## src/rtl/rcc_pkg.sv

```systemverilog
// Package: shared bit positions and masks of the reset cause word.
// Assumes a 32-bit data word; other packages are not needed.
package rcc_pkg;
    localparam int STAT_W     = 32;
    localparam int B_HW_POR   = 31;
    localparam int B_SW_POR   = 30;
    localparam int B_SW_EXT   = 29;
    localparam int B_BTN_POR  = 28;
    localparam int B_BTN_EXT  = 27;

    localparam logic [STAT_W-1:0] M_ONE     = {{(STAT_W-1){1'b0}}, 1'b1};
    localparam logic [STAT_W-1:0] M_W1C     = (M_ONE << B_HW_POR) | (M_ONE << B_BTN_POR)
                                            | (M_ONE << B_BTN_EXT);
    localparam logic [STAT_W-1:0] M_W1S     = (M_ONE << B_SW_POR) | (M_ONE << B_SW_EXT);
    localparam logic [STAT_W-1:0] M_LIVE    = M_W1C | M_W1S;
    localparam logic [STAT_W-1:0] POR_VALUE = M_ONE << B_HW_POR;
endpackage

```

## src/rtl/rcc_decode.sv

```systemverilog
// Module: address decode of the eight-byte register window.
// Assumes WIN_BASE is aligned to eight bytes; only the upper word
// (byte-offset bit 2 set) is backed by storage.
module rcc_decode #(
    parameter int               ADDR_W   = 16,
    parameter logic [ADDR_W-1:0] WIN_BASE = 16'hF020
) (
    input  logic [ADDR_W-1:0] addr,
    input  logic              wr,
    output logic              data_sel,
    output logic              wr_hit
);
    localparam int WIN_LSB = 3;

    // Select the data word: window match plus offset bit 2.
    always_comb begin
        data_sel = (addr[ADDR_W-1:WIN_LSB] == WIN_BASE[ADDR_W-1:WIN_LSB]) && addr[2];
        wr_hit   = wr && data_sel;
    end
endmodule

```

## src/rtl/rcc_state.sv

```systemverilog
// Module: reset cause storage, pending power-on flag and request pulse.
// Assumes wr_hit already qualifies the data-word write. Priority per cycle:
// pwr_on, then rst_done, then the software write.
module rcc_state
    import rcc_pkg::*;
(
    input  logic              clk,
    input  logic              rst_n,
    input  logic              pwr_on,
    input  logic              rst_done,
    input  logic              wr_hit,
    input  logic [STAT_W-1:0] wdata,
    output logic [STAT_W-1:0] status,
    output logic              pend_por,
    output logic              req
);
    logic [STAT_W-1:0] wv;
    logic [STAT_W-1:0] st_wr;
    logic              take_wr;

    // Mask the write value and form the post-write status.
    always_comb begin
        wv      = wdata & M_LIVE;
        st_wr   = (status & ~(wv & M_W1C)) | (wv & M_W1S);
        take_wr = wr_hit && !pwr_on && !rst_done;
    end

    // Update status, pending flag and request pulse.
    always_ff @(posedge clk) begin
        if (!rst_n || pwr_on) begin
            status   <= POR_VALUE;
            pend_por <= 1'b0;
            req      <= 1'b0;
        end else begin
            req <= take_wr && (wv[B_SW_POR] || wv[B_SW_EXT]);
            if (rst_done) begin
                if (pend_por) begin
                    status   <= POR_VALUE;
                    pend_por <= 1'b0;
                end
            end else if (take_wr) begin
                status <= st_wr;
                if (wv[B_SW_POR]) pend_por <= 1'b1;
            end
        end
    end

    AST_REQ_FROM_WRITE: assert property (@(posedge clk) disable iff (!rst_n)
        req |-> $past(wr_hit && (wdata[B_SW_POR] || wdata[B_SW_EXT]) && !pwr_on && !rst_done));
    AST_PWRON_LOAD: assert property (@(posedge clk) disable iff (!rst_n)
        $past(pwr_on) |-> (status == POR_VALUE && !pend_por && !req));
    AST_SWPOR_MARK: assert property (@(posedge clk) disable iff (!rst_n)
        ($past(rst_n) && $past(wr_hit && wdata[B_SW_POR] && !pwr_on && !rst_done)) |-> (pend_por && req));
    AST_WARM_KEEP: assert property (@(posedge clk) disable iff (!rst_n)
        ($past(rst_n) && $past(rst_done && !pend_por && !pwr_on)) |-> $stable(status));
    AST_DEAD_BITS: assert property (@(posedge clk) disable iff (!rst_n)
        (status & ~M_LIVE) == '0);
endmodule

```

## src/rtl/rcc_reset_cause.sv

```systemverilog
// Module: top of the reset cause register with software reset requests.
// Assumes a single-cycle write strobe and a combinational read path;
// the chip-level bus decodes writes into acc_wr pulses.
module rcc_reset_cause
    import rcc_pkg::*;
#(
    parameter int               ADDR_W   = 16,
    parameter logic [ADDR_W-1:0] WIN_BASE = 16'hF020
) (
    input  logic              clk,
    input  logic              rst_n,
    input  logic [ADDR_W-1:0] acc_addr,
    input  logic              acc_wr,
    input  logic [31:0]       acc_wdata,
    output logic [31:0]       acc_rdata,
    input  logic              pwr_on,
    input  logic              rst_done,
    output logic              sys_rst_req,
    output logic              next_por
);
    logic              data_sel;
    logic              wr_hit;
    logic [STAT_W-1:0] status;

    rcc_decode #(.ADDR_W(ADDR_W), .WIN_BASE(WIN_BASE)) u_dec (
        .addr     (acc_addr),
        .wr       (acc_wr),
        .data_sel (data_sel),
        .wr_hit   (wr_hit)
    );

    rcc_state u_st (
        .clk      (clk),
        .rst_n    (rst_n),
        .pwr_on   (pwr_on),
        .rst_done (rst_done),
        .wr_hit   (wr_hit),
        .wdata    (acc_wdata),
        .status   (status),
        .pend_por (next_por),
        .req      (sys_rst_req)
    );

    // Return the status only for the data word.
    always_comb acc_rdata = data_sel ? status : '0;

    AST_IDLE_WORD_ZERO: assert property (@(posedge clk) disable iff (!rst_n)
        !data_sel |-> acc_rdata == '0);
endmodule

```

## config.mk

```make
export PLATFORM = sky130hd
export DESIGN_NAME = rcc_reset_cause
export DESIGN_NICKNAME = d
export VERILOG_FILES = /design/src/rtl/rcc_pkg.sv /design/src/rtl/rcc_decode.sv /design/src/rtl/rcc_state.sv /design/src/rtl/rcc_reset_cause.sv
export SDC_FILE = /design/constraint.sdc
export NUM_CORES = 1
export LEC_CHECK = 0
export ABC_CLOCK_PERIOD_IN_PS = 2400
export BUFFER_PORTS_ARGS = -buffer_cell sky130_fd_sc_hd__buf_2
export CAP_MARGIN = 10
export CORE_MARGIN = 5
export CORE_UTILIZATION = 36
export CTS_BUF_LIST = sky130_fd_sc_hd__clkbuf_8
export DETAILED_ROUTE_END_ITERATION = 8
export HOLD_SLACK_MARGIN = 0.1
export PLACE_DENSITY = 0.83
export SLEW_MARGIN = 20
export SYNTH_ARGS = -nofsm -noshare
export SYNTH_HDL_FRONTEND = slang
export SYNTH_HIERARCHICAL = 1
export SYNTH_SLANG_ARGS = --single-unit
```

## constraint.sdc

```tcl
create_clock -name clk -period 2.4 [get_ports clk]
set_clock_uncertainty 0.2 [all_clocks]
set_input_delay 0.36 -clock clk [delete_from_list [all_inputs] [get_ports clk]]
set_output_delay 0.36 -clock clk [all_outputs]
set_load 0.01 [all_outputs]
```

Yosys cells after proc, flatten, opt, wreduce, memory -nomap -nowiden
Cells that the tools add are included.
{"block": "op_classes", "add_sub_neg": 0, "n_mul": 0, "div_mod_pow": 0, "magnitude_cmp": 0, "n_eq_ne": 2, "shifts": 0, "muxes": 4, "bitwise_logic": 3, "n_reduce_logical": 14}
{"operator": "32-bit 2-to-1 mux", "n": 4}
{"operator": "32-bit bitwise AND", "n": 1}
{"operator": "32-bit NOT", "n": 1}
{"operator": "32-bit by 31-bit bitwise OR with 32-bit output", "n": 1}
{"operator": "13-bit == test, second input constant", "n": 1}
{"operator": "1-bit logical AND", "n": 5}
{"operator": "2-bit AND reduction", "n": 2}
{"operator": "1-bit logical NOT", "n": 3}
{"operator": "1-bit logical OR", "n": 2}
{"operator": "2-bit by 1-bit != test with 1-bit output, second input constant", "n": 1}
{"operator": "2-bit nonzero test", "n": 1}
{"operator": "2-bit OR reduction", "n": 1}
{"block": "totals", "reg_bits": 34, "latch_bits": 0, "mem_bits_rw": 0, "mem_bits_ro": 0, "in_bits": 53, "out_inout_bits": 34, "n_memories": 0}

Longest topological paths before layout
{"block": "logic_depth", "ltp_word": 7, "ltp_mapped": 4, "depth_no_buf": 4}

Cells and area by module
Netlist, hierarchy kept.
{"mod": "rcc_state", "instances": 1, "cells_each": 54, "area_each_um2": 496.7, "seq_area_each_um2": 140.1}
{"mod": "rcc_reset_cause", "instances": 1, "cells_each": 35, "area_each_um2": 255.2, "seq_area_each_um2": 0.0}
{"mod": "rcc_decode", "instances": 1, "cells_each": 7, "area_each_um2": 68.8, "seq_area_each_um2": 0.0}

Least setup slack after synthesis
Ideal clock, no wire load.
{"block": "synth_timing", "path_kind": "input port to output port", "start": "input port acc_addr[4]", "end": "output port acc_rdata[27]", "arrival_ps": 1594, "t_required_ps": 1840, "slack_ps": 246, "cell_stages": 4, "cell_sequence": "or4_4 nor4b_2 clkbuf_2 and2_2"}
{"block": "synth_between", "elab_chain_cells": 3}
{"element": "start, declared", "line_no": "rcc_reset_cause.sv:12", "rtl": "input logic [ADDR_W-1:0] acc_addr,"}
{"element": "13-bit == test", "line_no": "rcc_decode.sv:17", "rtl": "data_sel = (addr[ADDR_W-1:WIN_LSB] == WIN_BASE[ADDR_W-1:WIN_LSB]) && addr[2];"}
{"element": "1-bit logical AND", "line_no": "rcc_decode.sv:17"}
{"element": "net data_sel", "line_no": "rcc_reset_cause.sv:21", "rtl": "logic data_sel;"}
{"element": "32-bit 2-to-1 mux", "line_no": "rcc_reset_cause.sv:45", "rtl": "always_comb acc_rdata = data_sel ? status : '0;"}
{"element": "end, declared", "line_no": "rcc_reset_cause.sv:15", "rtl": "output logic [31:0] acc_rdata,"}
The timed path passes the listed nets, and every way through them passes these cells.

Worst setup path in the final report
{"block": "layout_timing", "start": "input port acc_addr[4]", "end": "output port acc_rdata[30]"}
Same word-level chain as after synthesis.

==> impl_results.md <==
- Status: finished clean
- Die X: 57.8 µm
- CP dominant cell by count: buf_2
- Crit path max fanout: 7
- Post-CTS Setup Bufs: 0
- 1st-iter DRT viols: 9
- Setup WS pre-CTS: 0.105 ns
- MaxCap Viol Count: 0
- Gr usage total: 10.1%
- Routed Antenna Nets: 0
- Final Hold Fails: 0
- Slowest stage delay, CP: 0.55 ns
- Total Routed Length: 1.64 mm
- Worst setup margin: 0.112 ns
- Ant. Diodes: 0
- Area delta synth->final: 17.2%
- CP Class: input port to output pin
- Total negative slack: 0 ns
- GP Congestion: 0.821
- Synth Register Bits: 7
- Clock sink count: 7
- Worst-path clk slew: 0.04 ns
- Initial antenna violation count: 0
- Wirelength per Cell: 10.5 µm
- Num CTS Buffers: 3
- Seq/Total Area, Yosys: 17.1%
- Final Cycle Share: 95.3%
- Critical Path Start Type: input port
- Arr. time, crit path: 1.73 ns
- Post-detail-place hpwl: 1.40 mm
- Num ports: 87
- Commonest cells after routing, fill and taps aside: and2_2, buf_2, conb_1
- P per Cell Area: 327 nW/µm²
- Die extent in y: 57.8 µm
- Pin count of the biggest net entering global routing: 23
- Core Area: 2190 µm²
- CP Capture Point: acc_rdata[30]
- CTS root buffer: clkbuf_8
- WP depth: 5
- Synthesized instance count: 96
- Worst r2r path cells: 2
- Hold Crit Start: acc_wdata[28]
- CP Data Required Time: 1.84 ns
- Unrepaired setup endpoints after global routing: no
- Die area: 3340 µm²
- Synth area leaders: and2_2, buf_4, dfxtp_1
- Max-slew violations: 0
- Number of fill cells: 224
- Post-synthesis area per instance: 8.55 µm²
- Yosys top cell area share: 29.3%
- Via-to-Cell Ratio: 4.08
- CTS Hold Bufs: 0
- DRC Markers: 0
- Crit. End Element: output pin
- Pre-antenna DRT Iters: 4
- TritonCTS clock tree: built
- Worst-Skew Late Latency: 0.23 ns
- Row count: 17
- Final core occ: 43.9%
- Initial core utilization: 37.5%
- Synthesized cell area: 821 µm²
- Post-CTS Resized: 0
- First-pass GRT wire length: 2.68 mm
- Port bufs: 30
- Vias in the first global route: 643
- Vias: 641
- R2R Setup Slk: 1.29 ns
- H-tree depth: 1
- Fmax achieved: 0.437 GHz
- Cells along the critical path: buf_2 > or4_4 > nor4b_4 > and2_2 > buf_2
- Global route overflow: 0
- RR Startpoint: u_st/pend_por
- Peak supply drop: 0.305 mV
- Layout Nets: 183
- Area leader, netlist: and2_2
- CP startpoint: acc_addr[4]
- Share of layout cells above drive strength 1: 58.9%
- Syn. warnings: 6
- Critical-path top delay cell: or4_4
- Final number of setup-violating endpoints: 0
- Clock Path Buffers: 2
- Register Area: 140 µm²
- Post-synth cell types: 23
- Hold crit path type: input port to flip-flop
- Buffers & Inverters on Critical Path: 2
- Area occupied by multi-input gates: 554 µm²
- Min Tclk post-route: 2.29 ns
- P_leak: 0.486 nW
- Most common cell after layout, fill and taps aside: and2_2
- Worst path top cell family by delay: simple AND/OR/NAND/NOR gates
- Critical register-to-register path endpoint: u_st/status[31]
-- worst reg2reg max path, delay by kind of cell (launching register included) --
family,cells,cell delay [ns]
AND/OR/NAND/NOR,1,0.20
AO/OA/AOI/OAI,1,0.28
flip-flops,1,0.31
-- layout make-up --
class	instances	area share, %
multi-input combinational	81	57.6
timing repair buffer	33	17.9
sequential	7	14.6
clock buffer	3	4.29
tap	28	3.64
inverter	4	1.56
clock inverter	1	0.390
-- registers in the layout (all words and copies together) (netlist names) --
register       cells
u_st/status        5
u_st/req           1
u_st/pend_por      1
-- synthesized netlist by cell type --
| library cell | number |
|---|---|
| a2111oi_2 | 2 |
| a211o_1 | 1 |
| a211oi_1 | 2 |
| a21oi_1 | 1 |
| and2_1 | 1 |
| and2_2 | 32 |
| buf_4 | 27 |
| clkbuf_2 | 3 |
| conb_1 | 1 |
| dfxtp_1 | 7 |
| inv_1 | 4 |
| nand2b_4 | 1 |
| nand3b_1 | 2 |
| nand4b_1 | 2 |
| nand4bb_1 | 1 |
| nor2_1 | 2 |
| nor3_1 | 1 |
| nor3b_2 | 1 |
| nor4_2 | 1 |
| nor4b_1 | 1 |
| nor4b_2 | 1 |
| or3b_2 | 1 |
| or4_4 | 1 |
-- per-stage QoR --
stage | power, mW | hold WS (ns) | std cells | instance area [µm²]
2_1_floorplan | 0.162 | 0.225 | 122 | 918
3_3_place_gp | 0.152 | 0.239 | 153 | 917
3_5_place_dp | 0.154 | 0.251 | 153 | 917
4_1_cts | 0.317 | 0.117 | 157 | 962
5_1_grt | 0.331 | 0.124 | 157 | 962
6_report | 0.315 | 0.119 | 157 | 962
-- routing by layer --
layer	wire length (µm)	track usage [%]	up-vias	share of wire (%)
li1	-	-	323	-
met1	574	10.1	285	35
met2	880	20.0	33	54
met3	185	1.56	0	11
met4	0	4.97	0	0
met5	0	0	-	0
-- kinds of logic (layout without fill, tap and decap cells) --
group / after synthesis / after routing / share of synthesized area, %
other: 1 / 27 / 0.457
buffers and inverters: 34 / 41 / 28.4
AO/OA/AOI/OAI: 6 / 6 / 7.16
flip-flops: 7 / 7 / 17.1
AND/OR/NAND/NOR: 48 / 48 / 47.0
-- worst min-delay path by stage --
stage | endpoint | slack (ns) | depth (start not counted)
after floorplan | u_st/status[29] | 0.23 | 2
after global placement | u_st/status[31] | 0.24 | 1
after detailed placement | u_st/status[28] | 0.25 | 2
after CTS | u_st/status[28] | 0.12 | 2
after global routing | u_st/status[28] | 0.12 | 2
final | u_st/status[28] | 0.12 | 2
-- where the power goes --
part | internal [mW] | switching (mW) | total, mW
Clock | 0.111 | 0.0517 | 0.162
Sequential | 0.117 | 0.000000170 | 0.117
Combinational | 0.0189 | 0.0168 | 0.0357
Total | 0.246 | 0.0686 | 0.315
No activity file was read; power rests on OpenSTA's default activity.
